## config.mk

```make
export PLATFORM = sky130hd
export DESIGN_NAME = nand_op_seq
export DESIGN_NICKNAME = d
export VERILOG_FILES = /design/src/rtl/nand_seq_pkg.sv /design/src/rtl/nand_seq_regs.sv /design/src/rtl/nand_seq_buf.sv /design/src/rtl/nand_seq_fsm.sv /design/src/rtl/nand_op_seq.sv
export SDC_FILE = /design/constraint.sdc
export NUM_CORES = 1
export LEC_CHECK = 0
export ABC_AREA = 0
export BUFFER_PORTS_ARGS = -buffer_cell sky130_fd_sc_hd__buf_2
export CAP_MARGIN = 20
export CORE_ASPECT_RATIO = 1.4
export CORE_MARGIN = 2
export CORE_UTILIZATION = 45
export DETAILED_ROUTE_END_ITERATION = 10
export PLACE_DENSITY_LB_ADDON = 0.25
export RECOVER_POWER = 100
export SKIP_CTS_REPAIR_TIMING = 1
export SYNTH_ARGS = -nofsm -noshare
export SYNTH_HDL_FRONTEND = slang
export SYNTH_SLANG_ARGS = --single-unit
```

## constraint.sdc

```tcl
create_clock -name clk -period 3.2 [get_ports clk]
set_input_delay 0.48 -clock clk [delete_from_list [all_inputs] [get_ports clk]]
set_output_delay 0.48 -clock clk [all_outputs]
set_load 0.05 [all_outputs]
```

## src/rtl/nand_seq_pkg.sv

```systemverilog
package nand_seq_pkg;

  typedef enum logic [2:0] {
    PH_CMD1 = 3'd0,
    PH_ADDR = 3'd1,
    PH_CMD2 = 3'd2,
    PH_WAIT = 3'd3,
    PH_WDAT = 3'd4,
    PH_RDAT = 3'd5,
    PH_NONE = 3'd6
  } phase_e;

  localparam logic [2:0] SEL_CMD  = 3'd0;
  localparam logic [2:0] SEL_ALO  = 3'd1;
  localparam logic [2:0] SEL_AHI  = 3'd2;
  localparam logic [2:0] SEL_CNT  = 3'd3;
  localparam logic [2:0] SEL_TIM  = 3'd4;
  localparam logic [2:0] SEL_CTL  = 3'd5;
  localparam logic [2:0] SEL_TMO  = 3'd6;
  localparam logic [2:0] SEL_BUF  = 3'd7;

  // Phase-ordered enable mask: bit i enables phase_e value i.
  function automatic logic [5:0] phase_mask(input logic [11:0] ctl);
    return {ctl[1], ctl[4], ctl[2], ctl[3], ctl[5], ctl[6]};
  endfunction

  // First enabled phase at or after index 'from'.
  function automatic phase_e next_phase(input logic [5:0] m, input logic [2:0] from);
    phase_e r;
    r = PH_NONE;
    for (int i = 5; i >= 0; i--)
      if (i >= int'(from) && m[i]) r = phase_e'(i);
    return r;
  endfunction

  function automatic logic [3:0] strobe_cycles(input logic [3:0] n);
    return (n == 4'd0) ? 4'd1 : n;
  endfunction

  function automatic logic [2:0] addr_count(input logic [2:0] f);
    return (f > 3'd5) ? 3'd5 : f;
  endfunction

  function automatic logic [7:0] addr_byte(input logic [31:0] lo, input logic [31:0] hi,
                                           input logic [2:0] i);
    return (i == 3'd4) ? hi[7:0] : lo[{i[1:0], 3'b000} +: 8];
  endfunction

endpackage

```

## src/rtl/nand_seq_regs.sv

```systemverilog
module nand_seq_regs
  import nand_seq_pkg::*;
#(
  parameter int DEPTH   = 16,
  parameter int TW      = 16,
  parameter int DEF_TMO = 1000,
  localparam int IW = $clog2(DEPTH),
  localparam int CW = IW + 1
) (
  input  logic          clk,
  input  logic          rst_n,
  input  logic          we,
  input  logic [2:0]    sel,
  input  logic [31:0]   wdata,
  output logic [15:0]   cmd,
  output logic [31:0]   alo,
  output logic [31:0]   ahi,
  output logic [CW-1:0] dcnt,
  output logic [11:0]   tim,
  output logic [TW-1:0] tmo,
  output logic [11:0]   ctl,
  output logic          start,
  output logic          bw_en,
  output logic [IW-1:0] bw_idx,
  output logic [7:0]    bw_data
);

  always_ff @(posedge clk or negedge rst_n) begin
    if (!rst_n) begin
      cmd  <= '0;
      alo  <= '0;
      ahi  <= '0;
      dcnt <= CW'(DEPTH);
      tim  <= 12'h375;
      tmo  <= TW'(DEF_TMO);
    end else if (we) begin
      case (sel)
        SEL_CMD: cmd  <= wdata[15:0];
        SEL_ALO: alo  <= wdata;
        SEL_AHI: ahi  <= wdata;
        SEL_CNT: dcnt <= wdata[CW-1:0];
        SEL_TIM: tim  <= wdata[11:0];
        SEL_TMO: tmo  <= wdata[TW-1:0];
        default: ;
      endcase
    end
  end

  assign ctl     = wdata[11:0];
  assign start   = we && (sel == SEL_CTL);
  assign bw_en   = we && (sel == SEL_BUF);
  assign bw_idx  = wdata[8 +: IW];
  assign bw_data = wdata[7:0];

endmodule

```

## src/rtl/nand_seq_buf.sv

```systemverilog
module nand_seq_buf #(
  parameter int DEPTH = 16,
  localparam int IW = $clog2(DEPTH)
) (
  input  logic          clk,
  input  logic          rst_n,
  input  logic          seq_we,
  input  logic [IW-1:0] seq_idx,
  input  logic [7:0]    seq_wdata,
  output logic [7:0]    seq_rdata,
  input  logic          sw_we,
  input  logic [IW-1:0] sw_idx,
  input  logic [7:0]    sw_wdata,
  input  logic [IW-1:0] rd_idx,
  output logic [7:0]    rd_data
);

  logic [7:0] mem [DEPTH];

  always_ff @(posedge clk or negedge rst_n) begin
    if (!rst_n) begin
      for (int i = 0; i < DEPTH; i++) mem[i] <= 8'h00;
    end else if (seq_we) begin
      mem[seq_idx] <= seq_wdata;
    end else if (sw_we) begin
      mem[sw_idx] <= sw_wdata;
    end
  end

  assign seq_rdata = mem[seq_idx];
  assign rd_data   = mem[rd_idx];

endmodule

```

## src/rtl/nand_seq_fsm.sv

```systemverilog
module nand_seq_fsm
  import nand_seq_pkg::*;
#(
  parameter int DEPTH = 16,
  parameter int TW    = 16,
  localparam int IW = $clog2(DEPTH),
  localparam int CW = IW + 1,
  localparam int XW = (CW > 3) ? CW : 3
) (
  input  logic          clk,
  input  logic          rst_n,
  input  logic          start,
  input  logic [11:0]   ctl,
  input  logic [15:0]   cmd,
  input  logic [31:0]   alo,
  input  logic [31:0]   ahi,
  input  logic [CW-1:0] dcnt,
  input  logic [11:0]   tim,
  input  logic [TW-1:0] tmo,
  input  logic          rb_n,
  input  logic [7:0]    dq_in,
  input  logic [7:0]    buf_rd,
  output logic [IW-1:0] buf_idx,
  output logic          buf_we,
  output logic [7:0]    buf_wd,
  output logic          cle,
  output logic          ale,
  output logic          we_n,
  output logic          re_n,
  output logic [3:0]    ce_n,
  output logic [7:0]    dq_out,
  output logic          dq_oe,
  output logic          busy,
  output logic          err
);

  typedef enum logic [2:0] {S_IDLE, S_GAP, S_LOW, S_HIGH, S_WLO, S_WHI} st_e;

  st_e            st;
  phase_e         ph;
  logic [5:0]     mask;
  logic [1:0]     cs;
  logic [2:0]     ac;
  logic [3:0]     tc;
  logic [XW-1:0]  idx;
  logic [TW-1:0]  tw;
  logic [XW-1:0]  n_items;
  phase_e         first_ph, nxt_ph;
  logic [3:0]     low_len, hi_len;
  logic           in_xfer, is_cmd, tmo_hit;

  assign first_ph = next_phase(phase_mask(ctl), 3'd0);
  assign nxt_ph   = next_phase(mask, 3'(ph) + 3'd1);
  assign hi_len   = strobe_cycles(tim[11:8]);
  assign low_len  = (ph == PH_RDAT) ? strobe_cycles(tim[7:4]) : strobe_cycles(tim[3:0]);
  assign tmo_hit  = (tw == tmo);

  always_comb begin
    case (ph)
      PH_CMD1, PH_CMD2: n_items = XW'(1);
      PH_ADDR:          n_items = XW'(addr_count(ac));
      PH_WDAT, PH_RDAT: n_items = (dcnt > CW'(DEPTH)) ? XW'(DEPTH) : XW'(dcnt);
      default:          n_items = '0;
    endcase
  end

  always_ff @(posedge clk or negedge rst_n) begin
    if (!rst_n) begin
      st <= S_IDLE; ph <= PH_NONE; mask <= '0; cs <= '0; ac <= '0;
      tc <= '0; idx <= '0; tw <= '0; err <= 1'b0;
    end else begin
      case (st)
        S_IDLE: if (start) begin
          mask <= phase_mask(ctl);
          cs   <= ctl[8:7];
          ac   <= ctl[11:9];
          err  <= 1'b0;
          if (first_ph != PH_NONE) begin
            ph <= first_ph; st <= S_GAP; tc <= strobe_cycles(tim[11:8]); idx <= '0;
          end
        end
        S_GAP: begin
          if (tc > 4'd1) tc <= tc - 4'd1;
          else if (ph == PH_WAIT) begin st <= S_WLO; tw <= '0; end
          else if (n_items == '0) begin
            ph <= nxt_ph; idx <= '0; tc <= hi_len;
            st <= (nxt_ph == PH_NONE) ? S_IDLE : S_GAP;
          end else begin st <= S_LOW; tc <= low_len; end
        end
        S_LOW: begin
          if (tc > 4'd1) tc <= tc - 4'd1;
          else begin st <= S_HIGH; tc <= hi_len; end
        end
        S_HIGH: begin
          if (tc > 4'd1) tc <= tc - 4'd1;
          else if (idx + XW'(1) == n_items) begin
            ph <= nxt_ph; idx <= '0; tc <= hi_len;
            st <= (nxt_ph == PH_NONE) ? S_IDLE : S_GAP;
          end else begin idx <= idx + XW'(1); st <= S_LOW; tc <= low_len; end
        end
        S_WLO, S_WHI: begin
          if (tmo_hit) begin err <= 1'b1; st <= S_IDLE; ph <= PH_NONE; end
          else begin
            tw <= tw + TW'(1);
            if (st == S_WLO && !rb_n) st <= S_WHI;
            else if (st == S_WHI && rb_n) begin
              ph <= nxt_ph; idx <= '0; tc <= hi_len;
              st <= (nxt_ph == PH_NONE) ? S_IDLE : S_GAP;
            end
          end
        end
        default: st <= S_IDLE;
      endcase
    end
  end

  assign busy    = (st != S_IDLE);
  assign in_xfer = (st == S_LOW) || (st == S_HIGH);
  assign is_cmd  = (ph == PH_CMD1) || (ph == PH_CMD2);
  assign cle     = (in_xfer || st == S_GAP) && is_cmd;
  assign ale     = (in_xfer || st == S_GAP) && (ph == PH_ADDR);
  assign we_n    = !(st == S_LOW && ph != PH_RDAT);
  assign re_n    = !(st == S_LOW && ph == PH_RDAT);
  assign ce_n    = busy ? ~(4'b0001 << cs) : 4'hF;
  assign dq_oe   = in_xfer && (is_cmd || ph == PH_ADDR || ph == PH_WDAT);
  assign buf_idx = idx[IW-1:0];
  assign buf_we  = (st == S_LOW) && (tc == 4'd1) && (ph == PH_RDAT);
  assign buf_wd  = dq_in;

  always_comb begin
    case (ph)
      PH_CMD1: dq_out = cmd[7:0];
      PH_CMD2: dq_out = cmd[15:8];
      PH_ADDR: dq_out = addr_byte(alo, ahi, idx[2:0]);
      PH_WDAT: dq_out = buf_rd;
      default: dq_out = 8'h00;
    endcase
  end

  // at most one enable low, none when idle
  assert_ce_single_R3: assert property (@(posedge clk) disable iff (!rst_n)
    $onehot0(~ce_n) && (busy || ce_n == 4'hF));
  // command and address latches never together
  assert_latch_excl_R4: assert property (@(posedge clk) disable iff (!rst_n) !(cle && ale));
  // write and read strobes never low together
  assert_strobe_excl_R6: assert property (@(posedge clk) disable iff (!rst_n) we_n || re_n);
  // latch lines and bus steady at write strobe rise
  assert_latch_hold_R7: assert property (@(posedge clk) disable iff (!rst_n)
    $rose(we_n) |-> $stable(cle) && $stable(ale) && $stable(dq_out));
  // timeout flag holds until a new operation is accepted
  assert_err_sticky_R8: assert property (@(posedge clk) disable iff (!rst_n)
    err && !(start && !busy) |=> err);
  // buffer captures only during a read strobe
  assert_capture_in_read_R9: assert property (@(posedge clk) disable iff (!rst_n)
    buf_we |-> !re_n);
  // an operation word during a running operation changes nothing latched
  assert_busy_ignore_R12: assert property (@(posedge clk) disable iff (!rst_n)
    start && busy |=> $stable(mask) && $stable(cs) && $stable(ac));

endmodule

```

## src/rtl/nand_op_seq.sv

```systemverilog
module nand_op_seq #(
  parameter int DEPTH   = 16,
  parameter int TW      = 16,
  parameter int DEF_TMO = 1000,
  localparam int IW = $clog2(DEPTH),
  localparam int CW = IW + 1
) (
  input  logic          clk,
  input  logic          rst_n,
  input  logic          cfg_we,
  input  logic [2:0]    cfg_sel,
  input  logic [31:0]   cfg_wdata,
  input  logic [IW-1:0] buf_raddr,
  output logic [7:0]    buf_rdata,
  output logic          stat_idle,
  output logic          stat_tmo_err,
  output logic          nf_cle,
  output logic          nf_ale,
  output logic          nf_we_n,
  output logic          nf_re_n,
  output logic [3:0]    nf_ce_n,
  output logic [7:0]    nf_dq_out,
  output logic          nf_dq_oe,
  input  logic [7:0]    nf_dq_in,
  input  logic          nf_rb_n
);

  logic [15:0]   cmd;
  logic [31:0]   alo, ahi;
  logic [CW-1:0] dcnt;
  logic [11:0]   tim, ctl;
  logic [TW-1:0] tmo;
  logic          start, bw_en, sq_we, busy;
  logic [IW-1:0] bw_idx, sq_idx;
  logic [7:0]    bw_data, sq_wd, sq_rd;

  nand_seq_regs #(.DEPTH(DEPTH), .TW(TW), .DEF_TMO(DEF_TMO)) u_regs (
    .clk(clk), .rst_n(rst_n), .we(cfg_we), .sel(cfg_sel), .wdata(cfg_wdata),
    .cmd(cmd), .alo(alo), .ahi(ahi), .dcnt(dcnt), .tim(tim), .tmo(tmo), .ctl(ctl),
    .start(start), .bw_en(bw_en), .bw_idx(bw_idx), .bw_data(bw_data));

  nand_seq_buf #(.DEPTH(DEPTH)) u_buf (
    .clk(clk), .rst_n(rst_n), .seq_we(sq_we), .seq_idx(sq_idx), .seq_wdata(sq_wd),
    .seq_rdata(sq_rd), .sw_we(bw_en), .sw_idx(bw_idx), .sw_wdata(bw_data),
    .rd_idx(buf_raddr), .rd_data(buf_rdata));

  nand_seq_fsm #(.DEPTH(DEPTH), .TW(TW)) u_fsm (
    .clk(clk), .rst_n(rst_n), .start(start), .ctl(ctl), .cmd(cmd), .alo(alo), .ahi(ahi),
    .dcnt(dcnt), .tim(tim), .tmo(tmo), .rb_n(nf_rb_n), .dq_in(nf_dq_in), .buf_rd(sq_rd),
    .buf_idx(sq_idx), .buf_we(sq_we), .buf_wd(sq_wd), .cle(nf_cle), .ale(nf_ale),
    .we_n(nf_we_n), .re_n(nf_re_n), .ce_n(nf_ce_n), .dq_out(nf_dq_out), .dq_oe(nf_dq_oe),
    .busy(busy), .err(stat_tmo_err));

  assign stat_idle = !busy;

endmodule

```

======== Word-level counts from Yosys, hierarchy flattened ========
Index checks and enable logic that the tools add are counted.
word-level totals
  flip-flop bits (word level) ............. 260
  bits in latches ......................... 0
  memory bits (writable) .................. 0
  ROM bits ................................ 0
  bits of input ports ..................... 51
  output and inout port bits .............. 27
  word-level logic and storage cells ...... 243
  memories ................................ 0
cells by class
  add/sub/neg operators ................... 4
  $mul .................................... 0
  div/mod/pow operators ................... 0
  $lt $le $gt $ge ......................... 14
  equal/unequal tests ..................... 41
  shift operators ......................... 2
  muxes and demuxes ....................... 90
  bitwise gates (word level) .............. 4
  reduce and logical (&&, ||, !) cells .... 57
operators by type and width
  operator                                                         count
  128-bit bitwise mux                                              2
  128-bit 2-to-1 mux                                               2
  3-bit 2-to-1 mux                                                 31
  8-bit binary-select mux with 4-bit select                        2
  8-bit demux with 4-bit select                                    2
  4-bit 2-to-1 mux                                                 16
  8-bit 2-to-1 mux                                                 7
  5-bit 2-to-1 mux                                                 11
  16-bit 2-to-1 mux                                                3
  16-bit case mux with 2 select lines                              1
  8-bit case mux with 4 select lines                               1
  32-bit by 6-bit variable part select with 8-bit output           1
  3-bit == test, second input constant                             10
  4-bit case mux with 5 select lines                               1
  5-bit case mux with 4 select lines                               1
  10-bit AND reduction                                             2
  1-bit logical AND                                                19
  3-bit by 2-bit == test with 1-bit output, second input constant  6
  16-bit by 1-bit adder with 16-bit output, second input constant  1
  16-bit == test                                                   1
  5-bit >= comparator, second input constant                       3
  4-bit inverter with 5-bit output                                 3
  3-bit case mux with 5 select lines                               1
  5-bit case mux with 3 select lines                               1
  other kinds (40)                                                 84

======== Longest topological paths before layout ========
  depth after elaboration ................. 15
  depth in mapped cells ................... 11
  mapped depth without buffers ............ 9

======== Hierarchy ========
Synthesis repeated with hierarchy kept, for this count alone.
unflattened totals
  cell total of the unflattened synthesis .. 1377
  area total of the unflattened synthesis .. 16537.1 um^2
modules (own cells, without submodules)
  module         instances  cells each  area each (um^2)  seq. area each (um^2)
  nand_seq_buf   1          677         8162.8            3203.1
  nand_seq_regs  1          272         4563.1            2845.2
  nand_seq_fsm   1          427         3807.4            1078.5
  nand_op_seq    1          1           3.8               0.0

======== Worst setup path before layout ========
Ideal clock, no wire load.
  path kind ............................... register -> register
  from .................................... register u_fsm.idx[0]
  to ...................................... register u_fsm.tc[0]
  setup time .............................. 0.143 ns
  arrival ................................. 3.047 ns
  data required time ...................... 3.057 ns
  slack ................................... 0.010 ns
  cell stages (with the launch flop) ...... 11
  buffers on the path ..................... 2
  clock period less this slack ............ 3.190 ns
  cells stage by stage .................... dfrtp_1 > buf_2 > buf_1 > inv_1 > ha_1 > and3_1 > or4b_4 > a2111oi_4 > a21oi_2 > a2111oi_2 > a221oi_1
between the ends
  word-level cells in the longest chain between the ends .. 5
ends and longest elaborated chain
  item                                    line                RTL
  from (decl)                             nand_seq_fsm.sv:45  logic [XW-1:0] idx;
  from (signal assigned)                  nand_seq_fsm.sv:70  tc <= '0; idx <= '0; tw <= '0; err <= 1'b0;
  from (signal assigned)                  nand_seq_fsm.sv:79  ph <= first_ph; st <= S_GAP; tc <= strobe_cycles(tim[11:8]); idx <= '0;
  from (signal assigned)                  nand_seq_fsm.sv:86  ph <= nxt_ph; idx <= '0; tc <= hi_len;
  5-bit by 1-bit adder with 5-bit output  nand_seq_fsm.sv:96  else if (idx + XW'(1) == n_items) begin
  5-bit == test                           nand_seq_fsm.sv:96
  4-bit 2-to-1 mux                        nand_seq_fsm.sv:96
  4-bit 2-to-1 mux                        nand_seq_fsm.sv:95  if (tc > 4'd1) tc <= tc - 4'd1;
  4-bit case mux with 5 select lines      nand_seq_fsm.sv:72  case (st)
  to (signal assigned)                    nand_seq_fsm.sv:83  if (tc > 4'd1) tc <= tc - 4'd1;
  to (signal assigned)                    nand_seq_fsm.sv:91  if (tc > 4'd1) tc <= tc - 4'd1;
  to (signal assigned)                    nand_seq_fsm.sv:95
  to (decl)                               nand_seq_fsm.sv:44  logic [3:0] tc;
No other way between the ends.
A chain may end at the register's enable or synchronous reset.

======== Worst setup path in the final report ========
  from .................................... register u_fsm.idx[0]
  to ...................................... output port nf_dq_out[5]
between the ends
  word-level cells in the longest chain between the ends .. 5
  elaborated cells on any way between the ends .. 8
  classes of those cells .................. eq/ne: 1; shift: 1; mux: 5; bitwise: 1
ends and longest elaborated chain
  item                                                                                            line                 RTL
  branches (longest 4 deep; another with 32-bit by 6-bit variable part select with 8-bit output)  n/a
  8-bit case mux with 4 select lines *                                                            nand_seq_fsm.sv:131  case (ph)
  to (decl)                                                                                       nand_op_seq.sv:22    output logic [7:0] nf_dq_out,
Every way passes the cells marked *. The select of a mux whose other input is x is not followed.

==> flow_summary.json <==
{
  "cp_max_fo": 7,
  "num-fill-cells": 2873,
  "clock_latency_ps": 590,
  "cp_slowest_cell": "mux4_2",
  "netlist_area_um2": 14900,
  "worstPathArrival_ps": 2900,
  "postLayoutCoreUtil": 0.527,
  "endpoint_kind": "primary output",
  "via_per_inst": 6.50,
  "rsz0062_at_grt": "yes",
  "drt_wl_total_mm": 52.1,
  "pin_count": 78,
  "synth.distinct_cells": 77,
  "synthFlopType": "dfrtp_1",
  "drc": 0,
  "layout_min_cycle_time_ps": 3380,
  "worst_path_largest_cell_delay_ps": 510,
  "setup_violations": 11,
  "cts_tree": "yes",
  "drt-pass1-iter-count": 5,
  "slew_violations": 107,
  "routed-via-count": 12500,
  "diodes": 0,
  "first_global_vias": 12500,
  "drv_cap": 2,
  "timing.fmax_ghz": 0.296,
  "yosys.area.top_type": "dfrtp_1",
  "synth_edf_count": 0,
  "rows": 78,
  "final_hold_viol_count": 0,
  "synthArstFlopShare": 1.00,
  "worstHoldPathType": "in2reg",
  "yosysSeqAreaShare": 0.438,
  "ys_ff_latch": 260,
  "die_y_um": 219,
  "port_buffers": 77,
  "finClkSkew_ps": 26.5,
  "syn-num-nets": 1442,
  "synth_top_area_frac": 0.410,
  "globalRouteOverflowTotal": 0,
  "dpl.hpwl_mm": 35.9,
  "cts_sinks": 260,
  "grt_pass1_wl_mm": 78.1,
  "layout_commonest_cell": "dfrtp_1",
  "clk_pin_slew_ps": 70,
  "drtIter0Drc": 1178,
  "numCtsBuffers": 28,
  "violations": "capacitance limit, slew limit, setup timing",
  "worst_path_most_repeated_cell": "buf_12",
  "nets": 1531,
  "die_area_um2": 34600,
  "wl_per_cell_um": 27.1,
  "grt_max_degree": 80,
  "cts-root-buf": "clkbuf_16",
  "startpoint_type": "flip-flop",
  "p_leak_uw": 0.00739,
  "clockBufferDepth": 3,
  "grt_usage": 0.304,
  "worstMarginPinSlew_ps": 1940,
  "whs_path_depth": 2,
  "max_slew_margin": -0.294,
  "r2r_cells": 9,
  "die_x_um": 158,
  "core_area_um2": 32500,
  "area_delta_synth_final_pct": 15.0,
  "final_cell_mix": "dfrtp_1, nand2_1, mux2_2",
  "whs_ps": 125,
  "antenna_found_initial": 0,
  "post-place-cells": 1866,
  "path_cells": "buf_12 > buf_12 > mux4_2 > mux2_4 > a222oi_1 > a21oi_1 > buf_4",
  "fin_cells": 1924,
  "crit_type": "reg2out",
  "yosysWarnings": 0,
  "drive_gt1_frac": 0.273,
  "netlist_instances": 1376,
  "power.density_nw_per_um2": 713,
  "status": "finished, violations left",
  "final_antenna_net_count": 0,
  "post-route-period-util": 1.06,
  "ir_worst_vdd_mv": 0.657,
  "h-tree-depth": 1,
  "worstPathRequired_ps": 2720,
  "place_congestion": 0.995,
  "synth_area_leaders": "dfrtp_1, mux4_2, mux2_2, nand2_1, a22oi_1",
  "initial_core_util": 0.458,
  "syn-mean-instance-area_um2": 10.8,
  "finalWorstSetupSlack_ps": -183
}
[synthesized netlist by cell type, drive strengths merged, types with 4 or more instances]
master	n
a2111oi	11
a211oi	6
a21o	4
a21oi	36
a221o	26
a222oi	8
a22oi	91
a31oi	4
a32oi	9
and2	7
and3	21
buf	29
clkbuf	68
dfrtp	244
dfstp	16
ha	15
inv	26
mux2	106
mux4	88
nand2	236
nand2b	9
nand3	32
nand4	9
nor2	89
nor2b	8
nor3	30
nor3b	10
nor4	6
o21ai	35
o22ai	7
or2	5
xnor2	32
[path summary, 6_finish.rpt]
check / slack, ps / endpoint / startpoint
max: -180 / nf_dq_out[5] / u_fsm.idx[0]
min: 120 / u_regs.alo[27] / cfg_wdata[27]
max reg2reg: -40 / u_buf.mem[31] / u_fsm.ph[1]
min reg2reg: 490 / u_buf.mem[77] / u_buf.mem[77]
max in group asynchronous: 570 / u_fsm.mask[4] / rst_n
min in group asynchronous: 980 / u_regs.alo[18] / rst_n
[per-stage QoR]
step	setup slack (ps)	cell area (um^2)	power (uW)	setup TNS, ps
after global routing	-260	17100	12800	-5360
after floorplan	10.3	14900	7280	0
after global placement	193	16100	8560	0
after CTS	-315	17000	12000	-1890
after detailed placement	160	16100	8630	0
final	-183	17100	12200	-1280
[final cells by class]
cell class,count,area [um^2],share of cell area
sequential,260,6530,0.381
timing repair buffer,156,1080,0.0629
tap,440,551,0.0322
multi-input combinational,991,7910,0.462
clock buffer,43,837,0.0489
clock inverter,6,108,0.00629
inverter,28,105,0.00614
[worst max-delay path, delay by kind of cell (launching register included)]
kind / cells / cell delay (ps)
DFF: 1 / 380
buffers and inverters: 3 / 540
muxes: 2 / 780
AOI/OAI and AO/OA: 2 / 600
[per-layer routing]
layer  vias up  GRT usage  share of wire
li1       5320          -              -
met1      6258      0.378           0.37
met2       689      0.492           0.48
met3       230     0.0486          0.076
met4         0      0.193          0.074
met5         -          0              0
[kinds of logic after synthesis]
logic type	Yosys count	synth area share
XOR/XNOR	34	0.0200
AND/OR/NAND/NOR	477	0.147
flip-flops	260	0.438
multiplexers	196	0.215
AO/OA/AOI/OAI	269	0.135
adder cells (fa/ha/maj)	15	0.0126
buffers and inverters	125	0.0325
[power breakdown]
| group | total, uW | internal, uW | switching [uW] |
|---|---|---|---|
| Combinational | 4450 | 1800 | 2650 |
| Sequential | 4380 | 3880 | 499 |
| Clock | 3370 | 1960 | 1410 |
[state kept, by name, summed over array words and instances, names as in the netlist, 4 cells and up]
signal and flops:
u_buf.mem 128, u_regs.dcnt 5, u_regs.cmd 16, u_fsm.idx 5, u_fsm.mask 6, u_fsm.tc 4, u_regs.tim 12, u_regs.ahi 8
u_fsm.tw 16, u_regs.tmo 16, u_regs.alo 32
No activity file was read; power rests on OpenSTA's default activity.
